--- config.mk ---
export PLATFORM = sky130hd
export DESIGN_NAME = dith_sd_pwm
export DESIGN_NICKNAME = d
export VERILOG_FILES = /design/src/rtl/dith_sd_pwm_pkg.sv /design/src/rtl/dith_sd_pwm_ctrl.sv /design/src/rtl/dith_sd_pwm_datapath.sv /design/src/rtl/dith_sd_pwm.sv
export SDC_FILE = /design/constraint.sdc
export NUM_CORES = 1
export LEC_CHECK = 0
export CELL_PAD_IN_SITES_DETAIL_PLACEMENT = 0
export CELL_PAD_IN_SITES_GLOBAL_PLACEMENT = 1
export CORE_MARGIN = 4
export CORE_UTILIZATION = 56
export DETAILED_ROUTE_END_ITERATION = 6
export GPL_ROUTABILITY_DRIVEN = 1
export PLACE_DENSITY = 0.94
export SKIP_CTS_REPAIR_TIMING = 1
export SLEW_MARGIN = 20
export SYNTH_ARGS = -nofsm -noshare
export SYNTH_HDL_FRONTEND = slang
export SYNTH_SLANG_ARGS = --single-unit
--- constraint.sdc ---
create_clock -name clk -period 17.2 [get_ports clk]
set_input_delay 2.58 -clock clk [delete_from_list [all_inputs] [get_ports clk]]
set_output_delay 2.58 -clock clk [all_outputs]
set_load 0.03 [all_outputs]
--- src/rtl/dith_sd_pwm_pkg.sv ---
package dith_sd_pwm_pkg;
  // Strobes from the sequencer to the datapath.
  typedef struct packed {
    logic updNow;      // first clock of a channel slot: re-quantise that channel
    logic loadActive;  // last clock of the period: shadow duties become active
  } seqStrobe_t;
endpackage

--- src/rtl/dith_sd_pwm_ctrl.sv ---
module dith_sd_pwm_ctrl
  import dith_sd_pwm_pkg::*;
#(
  parameter int CNT_W = 8,
  parameter int CH_W  = 4
) (
  input  logic             clk,
  input  logic             rst,
  output logic [CNT_W-1:0] pwmCnt,
  output logic [CH_W-1:0]  slotCh,
  output seqStrobe_t       strobe
);
  localparam int SLOT_W = CNT_W - CH_W;

  always_ff @(posedge clk) begin
    if (rst) pwmCnt <= '0;
    else     pwmCnt <= pwmCnt + 1'b1;
  end

  assign slotCh            = pwmCnt[CNT_W-1 -: CH_W];
  assign strobe.updNow     = (pwmCnt[SLOT_W-1:0] == '0);
  assign strobe.loadActive = &pwmCnt;

  // counter steps by one each clock and wraps
  assert_cnt_step_R1: assert property (@(posedge clk) disable iff (rst)
    1'b1 |=> pwmCnt == $past(pwmCnt) + 1'b1);

  // one update per slot, never on back-to-back clocks
  assert_single_update_R9: assert property (@(posedge clk) disable iff (rst)
    strobe.updNow |=> !strobe.updNow);
endmodule

--- src/rtl/dith_sd_pwm_datapath.sv ---
module dith_sd_pwm_datapath
  import dith_sd_pwm_pkg::*;
#(
  parameter int              CNT_W     = 8,
  parameter int              FRAC_W    = 8,
  parameter int              CH_W      = 4,
  parameter int              DITH_W    = 4,
  parameter int              LFSR_W    = 16,
  parameter logic [LFSR_W-1:0] LFSR_MASK = 16'hB400,
  parameter logic [LFSR_W-1:0] LFSR_SEED = 16'hACE1
) (
  input  logic                     clk,
  input  logic                     rst,
  input  logic [CNT_W-1:0]         pwmCnt,
  input  logic [CH_W-1:0]          slotCh,
  input  seqStrobe_t               strobe,
  input  logic                     levelWrEn,
  input  logic [CH_W-1:0]          levelWrCh,
  input  logic [CNT_W+FRAC_W-1:0]  levelWrData,
  output logic [(1<<CH_W)-1:0]     pwmOut
);
  localparam int NUM_CH = 1 << CH_W;
  localparam int LVL_W  = CNT_W + FRAC_W;
  localparam int RES_W  = FRAC_W - 1;          // one residue bit given up
  localparam int ACC_W  = FRAC_W + 1;          // signed accumulator
  localparam int WIDE_W = ACC_W + 2;
  localparam int HALF   = 1 << RES_W;
  localparam int DMAX   = (1 << DITH_W) - 1;
  localparam logic [WIDE_W-1:0] HALF_V = WIDE_W'(HALF);

  logic [LVL_W-1:0]  level      [NUM_CH];
  logic [ACC_W-1:0]  acc        [NUM_CH];
  logic [CNT_W-1:0]  shadowDuty [NUM_CH];
  logic [CNT_W-1:0]  activeDuty [NUM_CH];
  logic [LFSR_W-1:0] lfsr;

  logic [LVL_W-1:0]  selLevel;
  logic [CNT_W-1:0]  base;
  logic [FRAC_W-1:0] fracPart;
  logic [WIDE_W-1:0] residExt, dithExt, partial, withDith, accWide;
  logic              carry;
  logic [CNT_W-1:0]  nextDuty;
  logic [LFSR_W-1:0] lfsrNext;

  // Shared modulator arithmetic for the channel owning the current slot.
  always_comb begin
    selLevel = level[slotCh];
    base     = selLevel[LVL_W-1 -: CNT_W];
    fracPart = selLevel[FRAC_W-1:0];
    residExt = {{(WIDE_W-FRAC_W){1'b0}}, fracPart} >> 1;
    dithExt  = {{(WIDE_W-DITH_W){1'b0}}, lfsr[DITH_W-1:0]};
    partial  = {{2{acc[slotCh][ACC_W-1]}}, acc[slotCh]} + residExt;
    withDith = partial + dithExt;
    carry    = !withDith[WIDE_W-1] && (withDith >= HALF_V);
    accWide  = carry ? (partial - HALF_V) : partial;
    nextDuty = (&base) ? base : base + CNT_W'(carry);
    lfsrNext = lfsr[0] ? ((lfsr >> 1) ^ LFSR_MASK) : (lfsr >> 1);
  end

  always_ff @(posedge clk) begin
    if (rst) begin
      for (int i = 0; i < NUM_CH; i++) begin
        level[i]      <= '0;
        acc[i]        <= '0;
        shadowDuty[i] <= '0;
        activeDuty[i] <= '0;
      end
      lfsr <= LFSR_SEED;
    end else begin
      if (levelWrEn) level[levelWrCh] <= levelWrData;
      if (strobe.updNow) begin
        acc[slotCh]        <= accWide[ACC_W-1:0];
        shadowDuty[slotCh] <= nextDuty;
        lfsr               <= lfsrNext;
      end
      if (strobe.loadActive) activeDuty <= shadowDuty;
    end
  end

  for (genvar g = 0; g < NUM_CH; g++) begin : gCmp
    assign pwmOut[g] = (pwmCnt < activeDuty[g]);

    // active duty is held for the whole period
    assert_active_hold_R6: assert property (@(posedge clk) disable iff (rst)
      (pwmCnt != '0) |-> $stable(activeDuty[g]));
  end

  // the accumulator stays bounded by the dither depth and the half range
  assert_acc_bounded_R5: assert property (@(posedge clk) disable iff (rst)
    strobe.updNow |-> ($signed(accWide) >= -DMAX) && ($signed(accWide) <= HALF - 1));

  // the shared dither source never locks up at zero
  assert_lfsr_alive_R5: assert property (@(posedge clk) disable iff (rst)
    lfsr != '0);

  // a fresh duty is the base or one count above it
  assert_duty_step_R4: assert property (@(posedge clk) disable iff (rst)
    strobe.updNow |=> (shadowDuty[$past(slotCh)] == $past(base)) ||
                      (shadowDuty[$past(slotCh)] == $past(base) + 1'b1));
endmodule

--- src/rtl/dith_sd_pwm.sv ---
module dith_sd_pwm
  import dith_sd_pwm_pkg::*;
#(
  parameter int CNT_W  = 8,
  parameter int FRAC_W = 8,
  parameter int CH_W   = 4,
  parameter int DITH_W = 4
) (
  input  logic                    clk,
  input  logic                    rst,
  input  logic                    levelWrEn,
  input  logic [CH_W-1:0]         levelWrCh,
  input  logic [CNT_W+FRAC_W-1:0] levelWrData,
  output logic [(1<<CH_W)-1:0]    pwmOut
);
  logic [CNT_W-1:0] pwmCnt;
  logic [CH_W-1:0]  slotCh;
  seqStrobe_t       strobe;

  dith_sd_pwm_ctrl #(.CNT_W(CNT_W), .CH_W(CH_W)) uCtrl (
    .clk(clk), .rst(rst), .pwmCnt(pwmCnt), .slotCh(slotCh), .strobe(strobe)
  );

  dith_sd_pwm_datapath #(
    .CNT_W(CNT_W), .FRAC_W(FRAC_W), .CH_W(CH_W), .DITH_W(DITH_W)
  ) uData (
    .clk(clk), .rst(rst), .pwmCnt(pwmCnt), .slotCh(slotCh), .strobe(strobe),
    .levelWrEn(levelWrEn), .levelWrCh(levelWrCh), .levelWrData(levelWrData),
    .pwmOut(pwmOut)
  );
endmodule

[Word-level counts from Yosys, hierarchy flattened]
Memories as Yosys holds them, arrays and structs flattened. A register that Yosys moved wholly into a read port is not among the register bits.
Cells that the tools add are included.
Operators by class
  $lt $le $gt $ge: 19
  muxes and demuxes: 22
  reductions and logical operators: 8
  add/subtract/negate cells: 5
  bitwise gates (word level): 2
Operators by type and width (count)
  $bwmux 128: 1
  $lt 8x8->1: 16
  $demux 8 s4: 1
  $mux 16: 2
  $mux 9: 2
  $mux 4: 4
  $mux 8: 2
  $reduce_and 8->1: 2
  $reduce_or 16->1: 1
  $add 11x4->11: 1
  $ge 11x8->1 const B: 1
  $add 9x8->10: 1
  $mux 1: 10
  $reduce_or 9->1: 1
  $sub 9x8->9 const B: 1
  $add 8x1->8: 1
  $add 8x1->8 const B: 1
  $ge 5x5->1 const B: 1
  $lt 5x1->1 const B: 1
  $not 4->5: 1
  $logic_not 4->1: 1
  $not 3->4: 1
  $logic_and 1x1->1: 2
  $logic_not 1->1: 1
Storage, ports and cells
  memory bits (writable): 400
  output and inout bits: 16
  memories kept: 2
  register bits: 280
Memories
  uData.level: depth 16, bits a word 16, read ports 1, clocked after Yosys merged registers in 1, wr ports 16, line dith_sd_pwm_datapath.sv:31  | logic [LVL_W-1:0] level [NUM_CH];
  uData.acc: depth 16, bits a word 9, read ports 1, clocked after Yosys merged registers in 1, wr ports 16, line dith_sd_pwm_datapath.sv:32  | logic [ACC_W-1:0] acc [NUM_CH];

[Longest topological paths before layout]
  word-level depth: 7
  mapped depth: 29
  mapped depth without buffers: 22

[Hierarchy]
From an unflattened synthesis, not the netlist that was laid out.
Unflattened totals
  cells, all modules: 2462
  area total of the unflattened synthesis: 30211.5 µm²
Modules (own cells, without submodules)
  dith_sd_pwm_datapath: cells an instance 2419, times used 1, area each 29828.6 µm², sequential area each 16976.3 µm²
  dith_sd_pwm_ctrl: cells an instance 43, times used 1, area each 382.9 µm², sequential area each 160.2 µm²

[Worst setup path after synthesis]
OpenSTA, ideal clock, no wires.
  kind: register -> register
  start: register uCtrl.pwmCnt[4]
  end: register uData.shadowDuty[14] (netlist bit)
  period minus slack after synthesis: 7.158 ns
  stages on the path, launching flop included: 29
  data required time: 17.083 ns
  path slack: 10.042 ns
  arrival time: 7.041 ns
  library setup time: 0.117 ns
  path through: dfxtp_1 buf_6 buf_6 buf_6 buf_1 buf_2 mux4_2 mux4_2 ha_1 fa_1 xnor2_1 clkbuf_1 inv_1 ha_1 a21o_1 a21oi_1 or2_1 o21ai_0 nand2_1 clkbuf_1 nor3_1 ha_1 ha_1 nand2_1 nor3_1 nand3_1 o21a_1 buf_2 a22o_1
Between the ends
  longest elaborated chain between the ends: 6
Ends and longest elaborated chain
  from (decl): line dith_sd_pwm_ctrl.sv:9  | output logic [CNT_W-1:0] pwmCnt,
  from (signal assigned): line dith_sd_pwm_ctrl.sv:17  | else pwmCnt <= pwmCnt + 1'b1;
  $not 4->5 (not written as such) *: line dith_sd_pwm_datapath.sv:73  | shadowDuty[slotCh] <= nextDuty;
  $ge 5x5->1 (not written as such) / $lt 5x1->1 (equally long branches): line dith_sd_pwm_datapath.sv:73
  $logic_and 1x1->1 (not written as such): line dith_sd_pwm_datapath.sv:73
  $mux 8 (not written as such): line dith_sd_pwm_datapath.sv:73
  $demux 8 s4 *: line dith_sd_pwm_datapath.sv:73
  $bwmux 128 *: line dith_sd_pwm_datapath.sv:73
  to (signal, indexed assignment): line dith_sd_pwm_datapath.sv:73
  to (decl): line dith_sd_pwm_datapath.sv:33  | logic [CNT_W-1:0] shadowDuty [NUM_CH];
Every way passes the cells marked *; elsewhere a longest branch is shown, timed or not.
A chain may end at the register's enable or synchronous reset.

[Worst setup path after layout]
  start: register uCtrl.pwmCnt[5]
  end: register uData.shadowDuty[110] (netlist bit)
Same word-level chain as after synthesis.

==> impl_results.md <==
* Status: finished, final reports clean
* Avg Cell Area, Syn at 11.7 µm²
* Post-DP HPWL at 44,300 µm
* Reg clk slew, reported paths at approximately 0.060 ns
* Fraction of synthesized cell area taken by the top area cell type at about two fifths
* Clock Tree Buf Depth at 3
* Top cells by area, synth: edfxtp_1, dfxtp_1, mux4_2
* Req. time, crit path at approximately 18 ns
* Buf/Inv on CP at 1
* DRC Markers at 0
* Total clock buffers created by CTS at 67
* Ys Warns at 0
* CTS root buf: clkbuf_16
* Core box area at 52,900 µm²
* Ports at 39
* CP Class: flop to flop
* H-tree Lvls at 3
* Setup violations, final at 0
* Port bufs at 37
* Maxcap violations at 0
* Nets at 2,709
* Number of global-route vias before repair at 19,710
* Reg2reg start: uCtrl.pwmCnt[5]
* Worst hold start: uData.activeDuty[51]
* Count leader, synth: edfxtp_1
* Syn nets at approximately 2,700
* DRT antenna net count at 0
* Worst-Margin Slew at around 1.1 ns
* Final Wtd Congestion at between 0.8 and 0.9
* Worst path max stage delay at approximately 1.1 ns
* Total Die Area at 57,500 µm²
* Seq/Total Area, Yosys at between 50% and 60%
* Initial core utilization at between 50% and 60%
* WL final at about 70,000 µm
* Mapped Cells at ~2,600
* Hold Crit Class: flop to flop
* Number of synthesized flops with an enable pin at approximately 380
* Vias per cell at about 6
* Most Frequent Cell on Critical Path: ha_1
* Drt initial violations at about 1,900
* Final setup TNS at 0 ns
* GRT Overall Usage at between 20% and 30%
* Crit path from: uCtrl.pwmCnt[5]
* Synth cell count leaders: edfxtp_1, nand2_1, dfxtp_1
* Psw at 893 µW
* Clock skew at approximately 0.029 ns
* CP max-delay cell: dfxtp_4
* Register share of total power at 49.1%
* GRT overflow at 0
* Largest net degree at the start of global routing at about 130
* Gate power share at between 10 and 15%
* Vias at ~20,000
* Ys flop type: edfxtp_1
* CP arrival at roughly 9.3 ns
* Switching power share of the total at between 20 and 25%
* Final Core Density at between 60% and 70%
* Area Overhead vs Synth at 10.0%
* Die width at between 200 and 250 µm
* Cell class contributing the biggest share of worst-path delay: simple AND/OR/NAND/NOR gates
* Max Fclk at about 0.11 GHz
* Period utilization at around half
* Average wire per standard cell at 21.5 µm
* First drt pass iteration count at 5
* Leading area contributor after synthesis: edfxtp_1
* Slew headroom at between 20% and 30%
* Leakage at 11.9 nW
* Mapped Area at approximately 30,000 µm²
* Final Max Slew Viols at 0
* Final Hold Viols at 0
* Num Clock Sinks at 664
* Yosys reg bits at roughly 660
* Share of post-route cells with drive strength above 1 at a little under an eighth
* Die H at roughly 240 µm
* Design internal power at roughly 2.7 mW
* Rows at 84
* RSZ-0062 raised after global routing: no
* Initial antenna violation count at 1
* Asr flop ratio synth at 0%
* VDD IR max at about 0.00009 V
* Critical path fanouts, max at 64
* Worst skew pair latency at 0.61 ns
* Global-route wire length before repair at between 100,000 and 150,000 µm
* Yosys cell types at a little under 60
* Critical path startpoint category: flop
* Final worst path period need at between 8 and 9 ns
* CP Capture Type: flop
* Crit-path cells: buf_4 -> mux4_2 -> mux4_2 -> ha_1 -> fa_1 -> a211o_1 -> a21oi_2 -> o211ai_2 -> or4b_4 -> or2_1 -> o21ai_0 -> nand2_1 -> nor3_1 -> ha_1 -> ha_1 -> nand2_1 -> nor3_1 -> o21a_1 -> a22o_1
* Power density over cell area at between 100 and 150 nW/µm²
* Clock power share at between 40% and 50%
* CTS tree: built
==> area by class of cell <==
type                    count  area [µm²]
fillers                  3990       19700
flip-flops and latches    664       17100
multi-input cells        1613       11800
clock buffers              90        1900
well taps                 688         861
repair buffers             73         646
inverters                 137         517
clock inverters            31         264
diodes                      1        2.50
==> worst min-delay path: cells and delay by family, from the launching register on <==
kind	cells	cell delay, ns
DFF	1	0.31
and+or+nand+nor	1	0.05
AOI/OAI and AO/OA	1	0.05
==> through the flow <==
| step | instance area [µm²] | total power, mW | hold WS, ns | setup WS (ns) | instances |
|---|---|---|---|---|---|
| after detailed placement | 30900 | 2.17 | 0.442 | 8.54 | 3174 |
| after global routing | 33100 | 3.69 | 0.465 | 8.10 | 3297 |
| after CTS | 33100 | 3.59 | 0.448 | 8.51 | 3295 |
| after global placement | 30900 | 2.15 | 0.433 | 8.72 | 3174 |
| final | 33100 | 3.58 | 0.452 | 8.48 | 3297 |
| after floorplan | 30100 | 2.04 | 0.425 | 10.04 | 2579 |
==> logic make-up (layout without fill, tap and decap cells) <==
kind of cell,after synthesis,count (layout),share of synthesized area (%)
AO/OA/AOI/OAI,432,432,9.26
XOR/XNOR,18,18,0.549
adder cells (fa/ha/maj),130,130,5.45
buffers and inverters,302,331,4.02
flip-flops,664,664,56.9
multiplexers,118,118,8.93
other,0,1,0
AND/OR/NAND/NOR,915,915,14.8
==> state kept, by name, indices dropped and copies added (netlist names) <==
signal,count
uData.acc,144
uData.level,240
uData.shadowDuty,128
uCtrl.pwmCnt,8
uData.lfsr,16
uData.activeDuty,128
==> cells in the final DEF (no fill, tap or decap), drive strengths merged, types with 10 or more instances in the layout <==
| master | n |
|---|---|
| clkdlybuf4s50 | 36 |
| clkbuf | 90 |
| mux4 | 118 |
| and2 | 242 |
| a21oi | 175 |
| and3 | 33 |
| inv | 142 |
| dfxtp | 280 |
| nand3b | 10 |
| ha | 128 |
| a21o | 102 |
| nor3 | 56 |
| nand2 | 380 |
| o21ai | 69 |
| nor2 | 126 |
| clkinv | 20 |
| buf | 37 |
| edfxtp | 384 |
| nand2b | 23 |
| or2 | 19 |
| a22o | 65 |
==> final timing paths <==
check | endpoint | slack [ns] | cells after the start
hold / removal | uData.activeDuty[51] | 0.45 | 2
hold reg to reg | uData.activeDuty[51] | 0.45 | 2
setup / recovery | uData.shadowDuty[110] | 8.48 | 19
setup reg to reg | uData.shadowDuty[110] | 8.48 | 19
==> metal layers <==
metal  vias up  GRT usage [%]  routed length, µm
li1       9031              -                  -
met1      9584           33.0              28300
met2       821           42.3              35000
met3       139           4.01               5430
met4         0           8.18               2070
met5         -              0                  0
==> power groups by stage <==
stage	clock network (mW)	registers (mW)	logic, mW
after detailed placement	0	1.79	0.377
after floorplan	0	1.78	0.257
after global placement	0	1.78	0.365
after CTS	1.45	1.76	0.381
final	1.44	1.76	0.387
after global routing	1.52	1.76	0.414
No activity file was read; power rests on OpenSTA's default activity.
